$ cat config.mk
export PLATFORM = sky130hd
export DESIGN_NAME = qb_port_top
export DESIGN_NICKNAME = d
export VERILOG_FILES = /design/src/rtl/qbp_pkg.sv /design/src/rtl/qbp_regs.sv /design/src/rtl/qbp_sync.sv /design/src/rtl/qbp_pin_cell.sv /design/src/rtl/qb_port_top.sv
export SDC_FILE = /design/constraint.sdc
export NUM_CORES = 1
export LEC_CHECK = 0
export BUFFER_PORTS_ARGS = -buffer_cell sky130_fd_sc_hd__buf_2
export CORE_MARGIN = 2
export CORE_UTILIZATION = 52
export DETAILED_ROUTE_END_ITERATION = 12
export PLACE_DENSITY = 0.87
export SLEW_MARGIN = 40
export SYNTH_ARGS = -nofsm -noshare
export SYNTH_HDL_FRONTEND = slang
export SYNTH_HIERARCHICAL = 1
export SYNTH_SLANG_ARGS = --single-unit
$ cat constraint.sdc
create_clock -name clk -period 4.25 [get_ports clk]
set_input_delay 1.0625 -clock clk [delete_from_list [all_inputs] [get_ports clk]]
set_output_delay 1.0625 -clock clk [all_outputs]
set_load 0.02 [all_outputs]
$ cat src/rtl/qbp_pkg.sv
package qbp_pkg;
    localparam int PW = 7;
    localparam int AW = 5;
    localparam int DW = 8;

    localparam logic [AW-1:0] A_DATA = 5'h01;
    localparam logic [AW-1:0] A_FREE = 5'h0C;
    localparam logic [AW-1:0] A_ANA  = 5'h10;
    localparam logic [AW-1:0] A_IE0  = 5'h18;
    localparam logic [AW-1:0] A_IE1  = 5'h1B;

    localparam int B_PAT  = 7;
    localparam int B_HALF = 6;
    localparam int B_IE0  = 1;
    localparam int B_IE1  = 0;

    localparam int P_ANA0 = 0;
    localparam int P_ANA1 = 1;
    localparam int P_HOUT = 2;
    localparam int P_HIN  = 3;
    localparam int P_PAT  = 4;
    localparam int P_IRQ0 = 5;
    localparam int P_IRQ1 = 6;

    typedef enum logic [1:0] {
        MODE_PORT  = 2'd0,
        MODE_FLOAT = 2'd1,
        MODE_PUSH  = 2'd2
    } pin_mode_t;

    typedef struct packed {
        logic lo;
        logic pu;
        logic hi;
    } pin_drv_t;

    typedef struct packed {
        logic [PW-1:0] data;
        logic [1:0]    ana_n;
        logic          pat_n;
        logic          half_n;
        logic [DW-1:0] ie0;
        logic [DW-1:0] ie1;
    } ctrl_t;

    function automatic pin_drv_t drive_of(pin_mode_t m, logic d, logic boost, logic pv);
        pin_drv_t r;
        case (m)
            MODE_PORT:  r = '{lo: ~d, pu: d, hi: d & boost};
            MODE_PUSH:  r = '{lo: ~pv, pu: 1'b0, hi: pv};
            default:    r = '{lo: 1'b0, pu: 1'b0, hi: 1'b0};
        endcase
        return r;
    endfunction
endpackage

$ cat src/rtl/qbp_regs.sv
module qbp_regs
    import qbp_pkg::*;
(
    input  logic          clk,
    input  logic          rst,
    input  logic          we,
    input  logic [AW-1:0] addr,
    input  logic [DW-1:0] wdata,
    output ctrl_t         ctrl,
    output logic [PW-1:0] boost
);
    always_ff @(posedge clk) begin
        if (rst) begin
            ctrl.data   <= '1;
            ctrl.ana_n  <= '1;
            ctrl.pat_n  <= 1'b1;
            ctrl.half_n <= 1'b1;
            ctrl.ie0    <= '0;
            ctrl.ie1    <= '0;
            boost       <= '0;
        end else begin
            boost <= '0;
            if (we) begin
                case (addr)
                    A_DATA: begin
                        ctrl.data <= wdata[PW-1:0];
                        boost     <= wdata[PW-1:0] & ~ctrl.data;
                    end
                    A_FREE: begin
                        ctrl.pat_n  <= wdata[B_PAT];
                        ctrl.half_n <= wdata[B_HALF];
                    end
                    A_ANA:  ctrl.ana_n <= wdata[1:0];
                    A_IE0:  ctrl.ie0 <= wdata;
                    A_IE1:  ctrl.ie1 <= wdata;
                    default: ;
                endcase
            end
        end
    end

    AST_RESET_DATA: assert property (@(posedge clk) $rose(rst) |=> ctrl.data == '1 && ctrl.ie0 == '0);
    AST_BOOST_SHORT: assert property (@(posedge clk) disable iff (rst) (boost != '0) |=> (boost & $past(boost)) == '0);
    AST_BOOST_HIGH: assert property (@(posedge clk) disable iff (rst) (boost & ~ctrl.data) == '0);
endmodule

$ cat src/rtl/qbp_sync.sv
module qbp_sync #(
    parameter int W      = 7,
    parameter int STAGES = 2
) (
    input  logic         clk,
    input  logic         rst,
    input  logic [W-1:0] d,
    output logic [W-1:0] q
);
    logic [W-1:0] st [STAGES];

    always_ff @(posedge clk) begin
        if (rst) begin
            for (int s = 0; s < STAGES; s++) st[s] <= '0;
        end else begin
            st[0] <= d;
            for (int s = 1; s < STAGES; s++) st[s] <= st[s-1];
        end
    end

    assign q = st[STAGES-1];
endmodule

$ cat src/rtl/qbp_pin_cell.sv
module qbp_pin_cell
    import qbp_pkg::*;
(
    input  logic      clk,
    input  logic      rst,
    input  pin_mode_t mode,
    input  logic      data,
    input  logic      boost,
    input  logic      push_val,
    output pin_drv_t  drv
);
    assign drv = drive_of(mode, data, boost, push_val);

    AST_NO_CONTENTION: assert property (@(posedge clk) disable iff (rst) !(drv.lo && (drv.pu || drv.hi)));
endmodule

$ cat src/rtl/qb_port_top.sv
module qb_port_top
    import qbp_pkg::*;
(
    input  logic          clk,
    input  logic          rst,
    input  logic          bus_we,
    input  logic [AW-1:0] bus_addr,
    input  logic [DW-1:0] bus_wdata,
    output logic [DW-1:0] bus_rdata,
    input  logic          free_run_act,
    input  logic          pat_val,
    input  logic          half_out_val,
    input  logic [PW-1:0] pin_in,
    output logic [PW-1:0] pin_drv_lo,
    output logic [PW-1:0] pin_pu,
    output logic [PW-1:0] pin_drv_hi,
    output logic [1:0]    ana_sel,
    output logic          half_in_o,
    output logic [1:0]    irq_o
);
    ctrl_t         ctrl;
    logic [PW-1:0] boost;
    logic [PW-1:0] pin_sync;
    pin_mode_t     mode [PW];
    logic [PW-1:0] push_val;
    logic          half_on, pat_on, ie0_on, ie1_on;

    qbp_regs u_regs (
        .clk(clk), .rst(rst), .we(bus_we), .addr(bus_addr),
        .wdata(bus_wdata), .ctrl(ctrl), .boost(boost)
    );

    qbp_sync #(.W(PW), .STAGES(2)) u_sync (
        .clk(clk), .rst(rst), .d(pin_in), .q(pin_sync)
    );

    assign half_on = ~ctrl.half_n;
    assign pat_on  = ~ctrl.pat_n & free_run_act;
    assign ie0_on  = ctrl.ie0[B_IE0];
    assign ie1_on  = ctrl.ie1[B_IE1];

    always_comb begin
        for (int i = 0; i < PW; i++) begin
            mode[i]     = MODE_PORT;
            push_val[i] = 1'b0;
        end
        if (!ctrl.ana_n[0]) mode[P_ANA0] = MODE_FLOAT;
        if (!ctrl.ana_n[1]) mode[P_ANA1] = MODE_FLOAT;
        if (half_on) begin
            mode[P_HOUT]     = MODE_PUSH;
            push_val[P_HOUT] = half_out_val;
            mode[P_HIN]      = MODE_FLOAT;
        end
        if (pat_on) begin
            mode[P_PAT]     = MODE_PUSH;
            push_val[P_PAT] = pat_val;
        end
        if (ie0_on) mode[P_IRQ0] = MODE_FLOAT;
        if (ie1_on) mode[P_IRQ1] = MODE_FLOAT;
    end

    for (genvar g = 0; g < PW; g++) begin : g_pin
        pin_drv_t d;
        qbp_pin_cell u_cell (
            .clk(clk), .rst(rst), .mode(mode[g]), .data(ctrl.data[g]),
            .boost(boost[g]), .push_val(push_val[g]), .drv(d)
        );
        assign pin_drv_lo[g] = d.lo;
        assign pin_pu[g]     = d.pu;
        assign pin_drv_hi[g] = d.hi;
    end

    assign ana_sel   = ~ctrl.ana_n;
    assign half_in_o = half_on & pin_in[P_HIN];
    assign irq_o     = {ie1_on & pin_in[P_IRQ1], ie0_on & pin_in[P_IRQ0]};

    always_comb begin
        case (bus_addr)
            A_DATA:  bus_rdata = {{(DW-PW){1'b0}}, pin_sync};
            A_IE0:   bus_rdata = ctrl.ie0;
            A_IE1:   bus_rdata = ctrl.ie1;
            default: bus_rdata = '0;
        endcase
    end

    AST_ANA_FLOAT: assert property (@(posedge clk) disable iff (rst) ana_sel[0] |-> !(pin_drv_lo[0] || pin_pu[0] || pin_drv_hi[0]));
    AST_IRQ_FLOAT: assert property (@(posedge clk) disable iff (rst) irq_o[0] |-> !(pin_drv_lo[5] || pin_pu[5] || pin_drv_hi[5]));
endmodule

; Word level (Yosys, flattened, before mapping)
; Memories as Yosys holds them, arrays and structs flattened.
; Index checks and enable logic that the tools add are counted.
[op_classes]
bitwise_logic = 29
n_eq_ne = 12
muxes = 21
reduce_logical = 13
[ops]
columns = op, n
row1 = $pmux W3 S2, 7
row2 = $pmux W8 S3, 1
row3 = $eq A5 B5 Y1 const B, 3
row4 = $logic_not A2 Y1, 7
row5 = $mux W7, 2
row6 = $not A1 Y1, 13
row7 = $and A1 B1 Y1, 11
row8 = $reduce_and A2 Y1, 5
row9 = $mux W1, 9
row10 = $eq A1 B2 Y1 const B, 4
row11 = $and A7 B7 Y7, 1
row12 = $not A7 Y7, 1
row13 = $eq A2 B2 Y1 const B, 3
row14 = $eq A5 B1 Y1 const B, 1
row15 = $eq A5 B4 Y1 const B, 1
row16 = $mux W4, 1
row17 = $reduce_or A3 Y1, 1
row18 = $mux W2, 1
row19 = $not A2 Y2, 1
row20 = $or A1 B1 Y1, 2
[totals]
inputBits = 26
ff_bits = 34
word_cells = 83
ramBits = 14
n_memories = 1
[mem_list]
columns = name, words, word_bits, read_ports, rd_clocked_by_memory_dff, wr, line
row1 = u_sync.st, 2, 7, 2, 0, 2, qbp_sync.sv:10  ; logic [W-1:0] st [STAGES];

; Longest topological paths before layout
; Gate-level depths: netlist of the first run.
[logic_depth]
word_depth = 5
depth_mapped = 4
depth_no_buf = 4

; Cells and area by module
; Netlist of the first run, hierarchy kept.
[modules_own_cells]
columns = module, seq_area_each_um2, cells_each, area_each_um2, instances
row1 = qbp_regs, 680.7, 132, 1428.9, 1
row2 = qbp_sync, 280.3, 36, 460.4, 1
row3 = qb_port_top, 0.0, 31, 259.0, 1
row4 = qbp_pin_cell, 0.0, 6, 36.3, 7

; Worst setup path before layout of the first run
; Ideal clock, no wire load.
[synth_timing]
path_type = in2out
start = in bus_addr[2]
end = out bus_rdata[0]
arrival_time_ps = 1963
setup_slack_ps = 1224
path_stages = 4
path_cell_list = and3b_1 -> buf_6 -> nor3b_4 -> a221o_1
[synth_between]
elab_chain_cells = 2
elab_cells_between_ends = 4
cone_classes = 3 x eq/ne / 1 x mux
[synth_rtl]
columns = element, line
row1 = from (decl), qb_port_top.sv:7  ; input logic [AW-1:0] bus_addr,
row2 = $eq A5 B5 Y1 / $eq A5 B1 Y1 (equally long branches), qb_port_top.sv:78  ; case (bus_addr)
row3 = $pmux W8 S3 (*), qb_port_top.sv:78
row4 = to (decl), qb_port_top.sv:9  ; output logic [DW-1:0] bus_rdata,
; Every way passes the cells marked *; elsewhere a longest branch is shown, timed or not.

; Worst setup path in the final report of the first run
[layout_timing]
start = in bus_addr[2]
end = out bus_rdata[3]
; Same word-level chain as after synthesis.

==> results by group, run 1 <==
Yosys
  – Sequential cell area fraction in the yosys report: 0.400
  – Synth warn: 6
  – Post-synthesis share of cell area spent on full adders, half adders and majority gates: 0
  – Largest family of logic cells by synthesized area: simple AND/OR/NAND/NOR gates
  – Cell types with the largest area share after synthesis: sky130_fd_sc_hd__dfxtp_1 40%, sky130_fd_sc_hd__mux2i_1 11%, sky130_fd_sc_hd__nand2b_1 6.5%
  – Average footprint of a synthesized cell: about 10 µm²
  – Number of library cell types mapped by synthesis: 36
  – Largest area contributor in the synthesized netlist: sky130_fd_sc_hd__dfxtp_1
  – Post-Synthesis Cells: between 200 and 250
  – Compound-Gate Fraction of Synth Area: 0.0698
  – Multiplexer share of the synthesized area: 0.113
  – Portion of synthesized cell area occupied by the leading cell type: 0.400
  – Post-Syn Area: ~2400 µm²
  – Xor/xnor share of the synthesized area: 0
  – Simple-gate share of the synthesized area: 0.361
  – Register bit total from synthesis: 48

CTS
  – Post-CTS setup buffer count: 0
  – H-tree level count: 2
  – Number of gates resized after CTS: 0
  – Clock sink count: 48
  – # hold bufs at CTS: 0
  – Clock transition at path regs: roughly 90 ps
  – Master cell of the clock root buffer: sky130_fd_sc_hd__clkbuf_8
  – Clock latency reported for the late side of the worst-skew pair: between 200 and 300 ps
  – Maximum buffer depth of the clock tree: 2
  – TritonCTS clock tree: yes
  – Inserted Clock Buffers: 5

Critical path
  – Worst path cell trace: buf_2, and3b_1, nor3b_4, a221o_1, buf_2
  – Cell at the slowest stage of the critical path: sky130_fd_sc_hd__nor3b_4
  – Startpoint kind of the worst setup timing path: input port
  – Count of cells along the worst register-to-register path: 2
  – R2R setup slack: between 3000 and 4000 ps
  – Cell type with the highest occurrence count on the critical path: sky130_fd_sc_hd__buf_2
  – Worst Path Class, Setup: in2out
  – Launch point of the worst path: bus_addr[2]
  – Endpoint of the most critical register-to-register path: u_regs/ctrl[25]
  – Required @ worst endpoint: 3190 ps
  – Worst Setup End Kind: primary output
  – Data arrival, critical path: about 2500 ps
  – Delay of the slowest cell on the worst path: 460 ps
  – Worst-path fanout max: 9
  – Start of the worst register-to-register path: u_regs/ctrl[25]

Timing
  – Setup violators final: 0
  – Final Hold Fails: 0
  – Maximum clock frequency: about 0.28 GHz
  – Setup TNS: 0 ps
  – Min setup slack post-route: just over 700 ps
  – Worst-Margin Slew: 624 ps
  – Min Clock Period, post-route: around 3500 ps
  – Worst clock skew: 2.27 ps
  – Setup repair after global routing missed its margin: no
  – Slew HR: 0.584
  – Worst Hold Margin: between 400 and 500 ps
  – Crit share post-route: 0.832
  – Final-report max-slew violation count: 0

Power and ir drop
  – Pleak: 1.32 nW
  – Maximum VDD drop: approximately 0.18 mV
  – Total power divided by cell area: 309 nW/µm²
  – Power consumption: 0.895 mW

Cells and area
  – Register area: approximately 960 µm²
  – Commonest cells after routing, fill and taps aside: 58 x sky130_fd_sc_hd__buf_2, 48 x sky130_fd_sc_hd__dfxtp_1, 36 x sky130_fd_sc_hd__conb_1
  – Fill count: 361
  – N_diodes: 0
  – Share of post-route cells with drive strength above 1: 0.304
  – Nets: 351
  – Most common cell after layout, fill and taps aside: sky130_fd_sc_hd__buf_2
  – Combined area of the multi-input logic cells: about 1400 µm²
  – Post-Layout Inst Area: 2900 µm²
  – Area overhead of the layout relative to synthesis: 20.6%

Global routing
  – Vias in the first global route: about 1800
  – First-pass GRT wire length: 7.94 mm
  – Total global-route track usage: 0.196
  – Antenna violations before repair: 0
  – Pin count of the biggest net entering global routing: 65
  – Total congestion overflow: 0

Floorplanning
  – # rows: 24
  – IO Count: 60
  – Initial cell density of the core: 0.544
  – Die Ht: 72.0 µm
  – Overall die area: 5180 µm²
  – Core Footprint: 4410 µm²
  – Die extent in x: just over 70 µm

Place
  – Setup WS pre-CTS: roughly 730 ps
  – Count of port buffers added during placement: a little under 60
  – Placement Cell Area: 2780 µm²
  – Weighted congestion at the end of routability-driven global placement: 0.800
  – HPWL after detailed placement: about 3.4 mm

Worst hold path
  – Class of the tightest hold or removal check: reg2reg
  – Endpoint, Worst Hold: u_sync/st[0][11]
  – Beginning of the worst hold path: u_sync/st[0][4]
  – Cell depth of the worst min-delay path: 1

Drt
  – Remaining routing DRC violations: 0
  – Via count: 1842
  – Number of detailed-route iterations in the first pass: 4
  – Wire length after detailed routing: approximately 4.7 mm
  – Starting DRT DRC Count: about 100
  – Via density per instance: 4.87
  – Routed length per instance: 12.3 µm
  – Antenna viol nets, final: 0

Run status
  – Outcome: complete, no violations

Run
  – Max-cap violations: 0
[worst max-delay path by stage]
stage / to / slack (ps) / cells past startpoint
2_1_floorplan: bus_rdata[0] / 1220 / 4
3_3_place_gp: bus_rdata[3] / 800 / 5
3_5_place_dp: bus_rdata[3] / 730 / 5
4_1_cts: bus_rdata[3] / 730 / 5
5_1_grt: bus_rdata[3] / 570 / 5
6_report: bus_rdata[3] / 710 / 5
[sequential cells by signal, summed over array words and instances, names as in the netlist]
register and cells:
u_regs/boost 7, u_regs/ctrl 27, u_sync/st 14
[stage by stage]
stage,util,instances
after floorplan,-,276
after global placement,0.628,370
after detailed placement,0.629,370
after CTS,0.656,378
after global routing,0.656,378
final,0.656,378
[critical path, delay by kind of cell]
family,cells,cell delay (ps)
AND/OR/NAND/NOR,2,840
buffers and inverters,2,310
AO/OA/AOI/OAI,1,260
[cell type report]
| type | count | area share |
|---|---|---|
| Multi-Input combinational cell | 208 | 0.497 |
| Tap cell | 52 | 0.0225 |
| Clock buffer | 6 | 0.0285 |
| Timing Repair Buffer | 59 | 0.103 |
| Clock inverter | 2 | 0.0134 |
| Inverter | 3 | 0.00389 |
| Sequential cell | 48 | 0.332 |
[synthesized netlist by cell type]
cell type,n
sky130_fd_sc_hd__dfxtp_1,48
sky130_fd_sc_hd__nand2b_1,25
sky130_fd_sc_hd__nor4b_2,7
sky130_fd_sc_hd__nand2_2,1
sky130_fd_sc_hd__nor2b_2,10
sky130_fd_sc_hd__a21oi_1,7
sky130_fd_sc_hd__nand4b_1,1
sky130_fd_sc_hd__buf_2,1
sky130_fd_sc_hd__a32o_1,1
sky130_fd_sc_hd__a221o_1,7
sky130_fd_sc_hd__nor4_4,1
sky130_fd_sc_hd__mux2i_1,27
sky130_fd_sc_hd__and3_2,7
sky130_fd_sc_hd__buf_4,7
sky130_fd_sc_hd__nor2b_1,18
sky130_fd_sc_hd__inv_1,3
sky130_fd_sc_hd__conb_1,1
sky130_fd_sc_hd__nor2_1,21
sky130_fd_sc_hd__clkbuf_1,3
sky130_fd_sc_hd__nand3_1,2
sky130_fd_sc_hd__and2_2,1
sky130_fd_sc_hd__and3b_1,1
sky130_fd_sc_hd__nor3b_4,1
sky130_fd_sc_hd__nand3b_1,7
sky130_fd_sc_hd__a211oi_1,7
sky130_fd_sc_hd__nor3_1,1
sky130_fd_sc_hd__and3_1,1
sky130_fd_sc_hd__nand2_1,7
sky130_fd_sc_hd__and4b_4,1
sky130_fd_sc_hd__and2_1,4
sky130_fd_sc_hd__and3_4,1
sky130_fd_sc_hd__and2b_1,3
sky130_fd_sc_hd__nor3b_2,1
sky130_fd_sc_hd__buf_1,2
sky130_fd_sc_hd__buf_6,4
sky130_fd_sc_hd__nand3_4,1
[routing by layer]
metal  share of wire  global-route usage  vias up
met2            0.51               0.359       33
met4          0.0062              0.0566        0
met5               0                   0        -
met3           0.042              0.0417        4
li1                -                   -      958
met1            0.44               0.231      847
[power breakdown]
| part | switching [mW] | internal (mW) | total, mW | leakage (nW) |
|---|---|---|---|---|
| logic | 0.0557 | 0.0388 | 0.0946 | 0.864 |
| registers | 0.00291 | 0.457 | 0.460 | 0.390 |
| clock network | 0.148 | 0.192 | 0.341 | 0.0614 |
| total | 0.207 | 0.689 | 0.895 | 1.32 |
[kinds of logic (layout without fill, tap and decap cells)]
logic type / count (synthesis) / count (layout)
other: 1 / 36
AOI/OAI and AO/OA: 22 / 22
and+or+nand+nor: 123 / 123
muxes: 27 / 27
DFF: 48 / 48
buffers and inverters: 20 / 70
(Power assumes the default switching activity.)
==> run 2, diff against run 1 <==
CORE_UTILIZATION = 48   (was 52)
PLACE_DENSITY = 0.85   (was 0.87)
clock period = 2.9 ns   (was 4.25 ns; I/O delays follow)
==> results by group, run 2 (synthesis gave the netlist of run 1 again) <==
Global routing
  – Vias in the first global route: 1680 (was 1787)
  – First-pass GRT wire length: 7.51 mm (was 7.94 mm)
  – Antenna violations before repair: 0 (unchanged)
  – Total global-route track usage: 0.178 (was 0.196)
  – Pin count of the biggest net entering global routing: 28 (was 65)
  – Total congestion overflow: 0 (unchanged)

Drt
  – Routed length per instance: 11.7 µm (was 12.3 µm)
  – Wire length after detailed routing: 4.63 mm (was 4.66 mm)
  – Via count: 1844 (was 1842)
  – Via density per instance: 4.66 (was 4.87)
  – Starting DRT DRC Count: 77 (was 101)
  – Antenna viol nets, final: 0 (unchanged)
  – Remaining routing DRC violations: 0 (unchanged)
  – Number of detailed-route iterations in the first pass: 4 (unchanged)

Power and ir drop
  – Total power divided by cell area: 422 nW/µm² (was 309 nW/µm²)
  – Maximum VDD drop: 0.262 mV (was 0.175 mV)
  – Pleak: 1.31 nW (was 1.32 nW)

CTS
  – TritonCTS clock tree: yes (unchanged)
  – # hold bufs at CTS: 0 (unchanged)
  – Post-CTS setup buffer count: 0 (unchanged)
  – Number of gates resized after CTS: 0 (unchanged)
  – Clock sink count: 48 (unchanged)
  – Maximum buffer depth of the clock tree: 2 (unchanged)
  – Inserted Clock Buffers: 5 (unchanged)
  – H-tree level count: 2 (unchanged)
  – Clock transition at path regs: 80 ps (was 90 ps)
  – Master cell of the clock root buffer: sky130_fd_sc_hd__clkbuf_8 (unchanged)
  – Clock latency reported for the late side of the worst-skew pair: 300 ps (was 290 ps)

Floorplanning
  – Die extent in x: 74.7 µm (was 72.0 µm)
  – Overall die area: 5590 µm² (was 5180 µm²)
  – Die Ht: 74.7 µm (was 72.0 µm)
  – IO Count: 60 (unchanged)
  – Initial cell density of the core: 0.502 (was 0.544)
  – # rows: 25 (was 24)
  – Core Footprint: 4790 µm² (was 4410 µm²)

Timing
  – Setup TNS: 0 ps (unchanged)
  – Final Hold Fails: 0 (unchanged)
  – Worst clock skew: 1.70 ps (was 2.27 ps)
  – Worst-Margin Slew: 562 ps (was 624 ps)
  – Setup violators final: 0 (unchanged)
  – Crit share post-route: 0.903
  – Min Clock Period, post-route: 2620 ps
  – Final-report max-slew violation count: 0 (unchanged)
  – Worst Hold Margin: 437 ps (was 443 ps)
  – Setup repair after global routing missed its margin: no (unchanged)
  – Slew HR: 0.622 (was 0.584)
  – Maximum clock frequency: 0.382 GHz

Critical path
  – Worst Path Class, Setup: in2out (unchanged)
  – Worst-path fanout max: 8 (was 9)
  – Required @ worst endpoint: 2170 ps (was 3190 ps)
  – Startpoint kind of the worst setup timing path: input port (unchanged)
  – Data arrival, critical path: 1890 ps (was 2470 ps)
  – Worst Setup End Kind: primary output (unchanged)

Run
  – Max-cap violations: 0 (unchanged)

Place
  – HPWL after detailed placement: 3.52 mm (was 3.45 mm)
  – Count of port buffers added during placement: 59 (unchanged)
  – Weighted congestion at the end of routability-driven global placement: 0.801 (was 0.800)

Cells and area
  – Commonest cells after routing, fill and taps aside: 59 x sky130_fd_sc_hd__buf_2, 48 x sky130_fd_sc_hd__dfxtp_1, 36 x sky130_fd_sc_hd__conb_1 (was 58 x sky130_fd_sc_hd__buf_2, 48 x sky130_fd_sc_hd__dfxtp_1, 36 x sky130_fd_sc_hd__conb_1)
  – Nets: 354 (was 351)
  – Most common cell after layout, fill and taps aside: sky130_fd_sc_hd__buf_2 (unchanged)
  – Fill count: 413 (was 361)
  – Area overhead of the layout relative to synthesis: 21.0% (was 20.6%)
  – Max FFs per register: 27 (unchanged)
  – Share of post-route cells with drive strength above 1: 0.307 (was 0.304)
  – Biggest registers after layout: u_regs/ctrl: 27 flops, u_sync/st: 14 flops, u_regs/boost: 7 flops (unchanged)
  – N_diodes: 0 (unchanged)
  – Register bank with the most flops: u_regs/ctrl (unchanged)

Run status
  – Outcome: complete, no violations (unchanged)

Worst hold path
  – Class of the tightest hold or removal check: reg2reg (unchanged)
-- run 2: cell types whose count changed in the layout (fill, tap and decap cells not counted), sizes merged --
cell / delta
clkinvlp: +1
clkbuf: +1
bufinv: -1
buf: +3
clkinv: -1
-- run 2: layout make-up --
| cell class | count | area (µm²) | share of cell area |
|---|---|---|---|
| clock buffers | 7 | 86.3 | 0.0297 |
| flip-flops and latches | 48 | 961 | 0.330 |
| multi-input cells | 208 | 1440 | 0.495 |
| well taps | 67 | 83.8 | 0.0288 |
| repair buffers | 62 | 318 | 0.109 |
| clock inverters | 1 | 7.51 | 0.00258 |
| inverters | 3 | 11.3 | 0.00387 |
-- run 2: where the power goes --
group | internal (mW) | switching (mW) | leakage, nW
sequential | 0.670 | 0.00427 | 0.390
combinational | 0.0588 | 0.0821 | 0.878
clock | 0.194 | 0.218 | 0.0445
total | 0.923 | 0.305 | 1.31
-- run 2: per-layer routing --
layer,track usage,wire [µm],vias up
met2,0.296,2230,45
met5,0,0,-
met3,0.0415,191,5
met4,0.0714,70,0
li1,-,-,964
met1,0.223,2140,830
-- run 2: through the flow --
step / cell area, µm² / utilization / power, mW / std cells / worst slack, ps
floorplan: 2530 / - / 0.784 / 276 / 549
global route: 2910 / 0.608 / 1.28 / 396 / 209
detailed placement: 2810 / 0.588 / 0.830 / 388 / 299
finish: 2910 / 0.608 / 1.23 / 396 / 281
global placement: 2810 / 0.588 / 0.827 / 388 / 300
CTS: 2910 / 0.608 / 1.24 / 396 / 283
-- run 2: critical path: stages --
cell	delay [ps]
sky130_fd_sc_hd__buf_2	140
sky130_fd_sc_hd__and3b_1	210
sky130_fd_sc_hd__buf_4	160
sky130_fd_sc_hd__and3_2	190
sky130_fd_sc_hd__a221o_1	280
sky130_fd_sc_hd__buf_2	170
-- run 2: final timing paths --
check             depth (start not counted)            start          endpoint  slack (ps)
setup / recovery                          6      bus_addr[2]      bus_rdata[3]         280
hold / removal                            1  u_sync/st[0][6]  u_sync/st[0][13]         440
setup reg to reg                          2   u_regs/ctrl[9]    u_regs/ctrl[9]        2180
hold reg to reg                           1  u_sync/st[0][6]  u_sync/st[0][13]         440
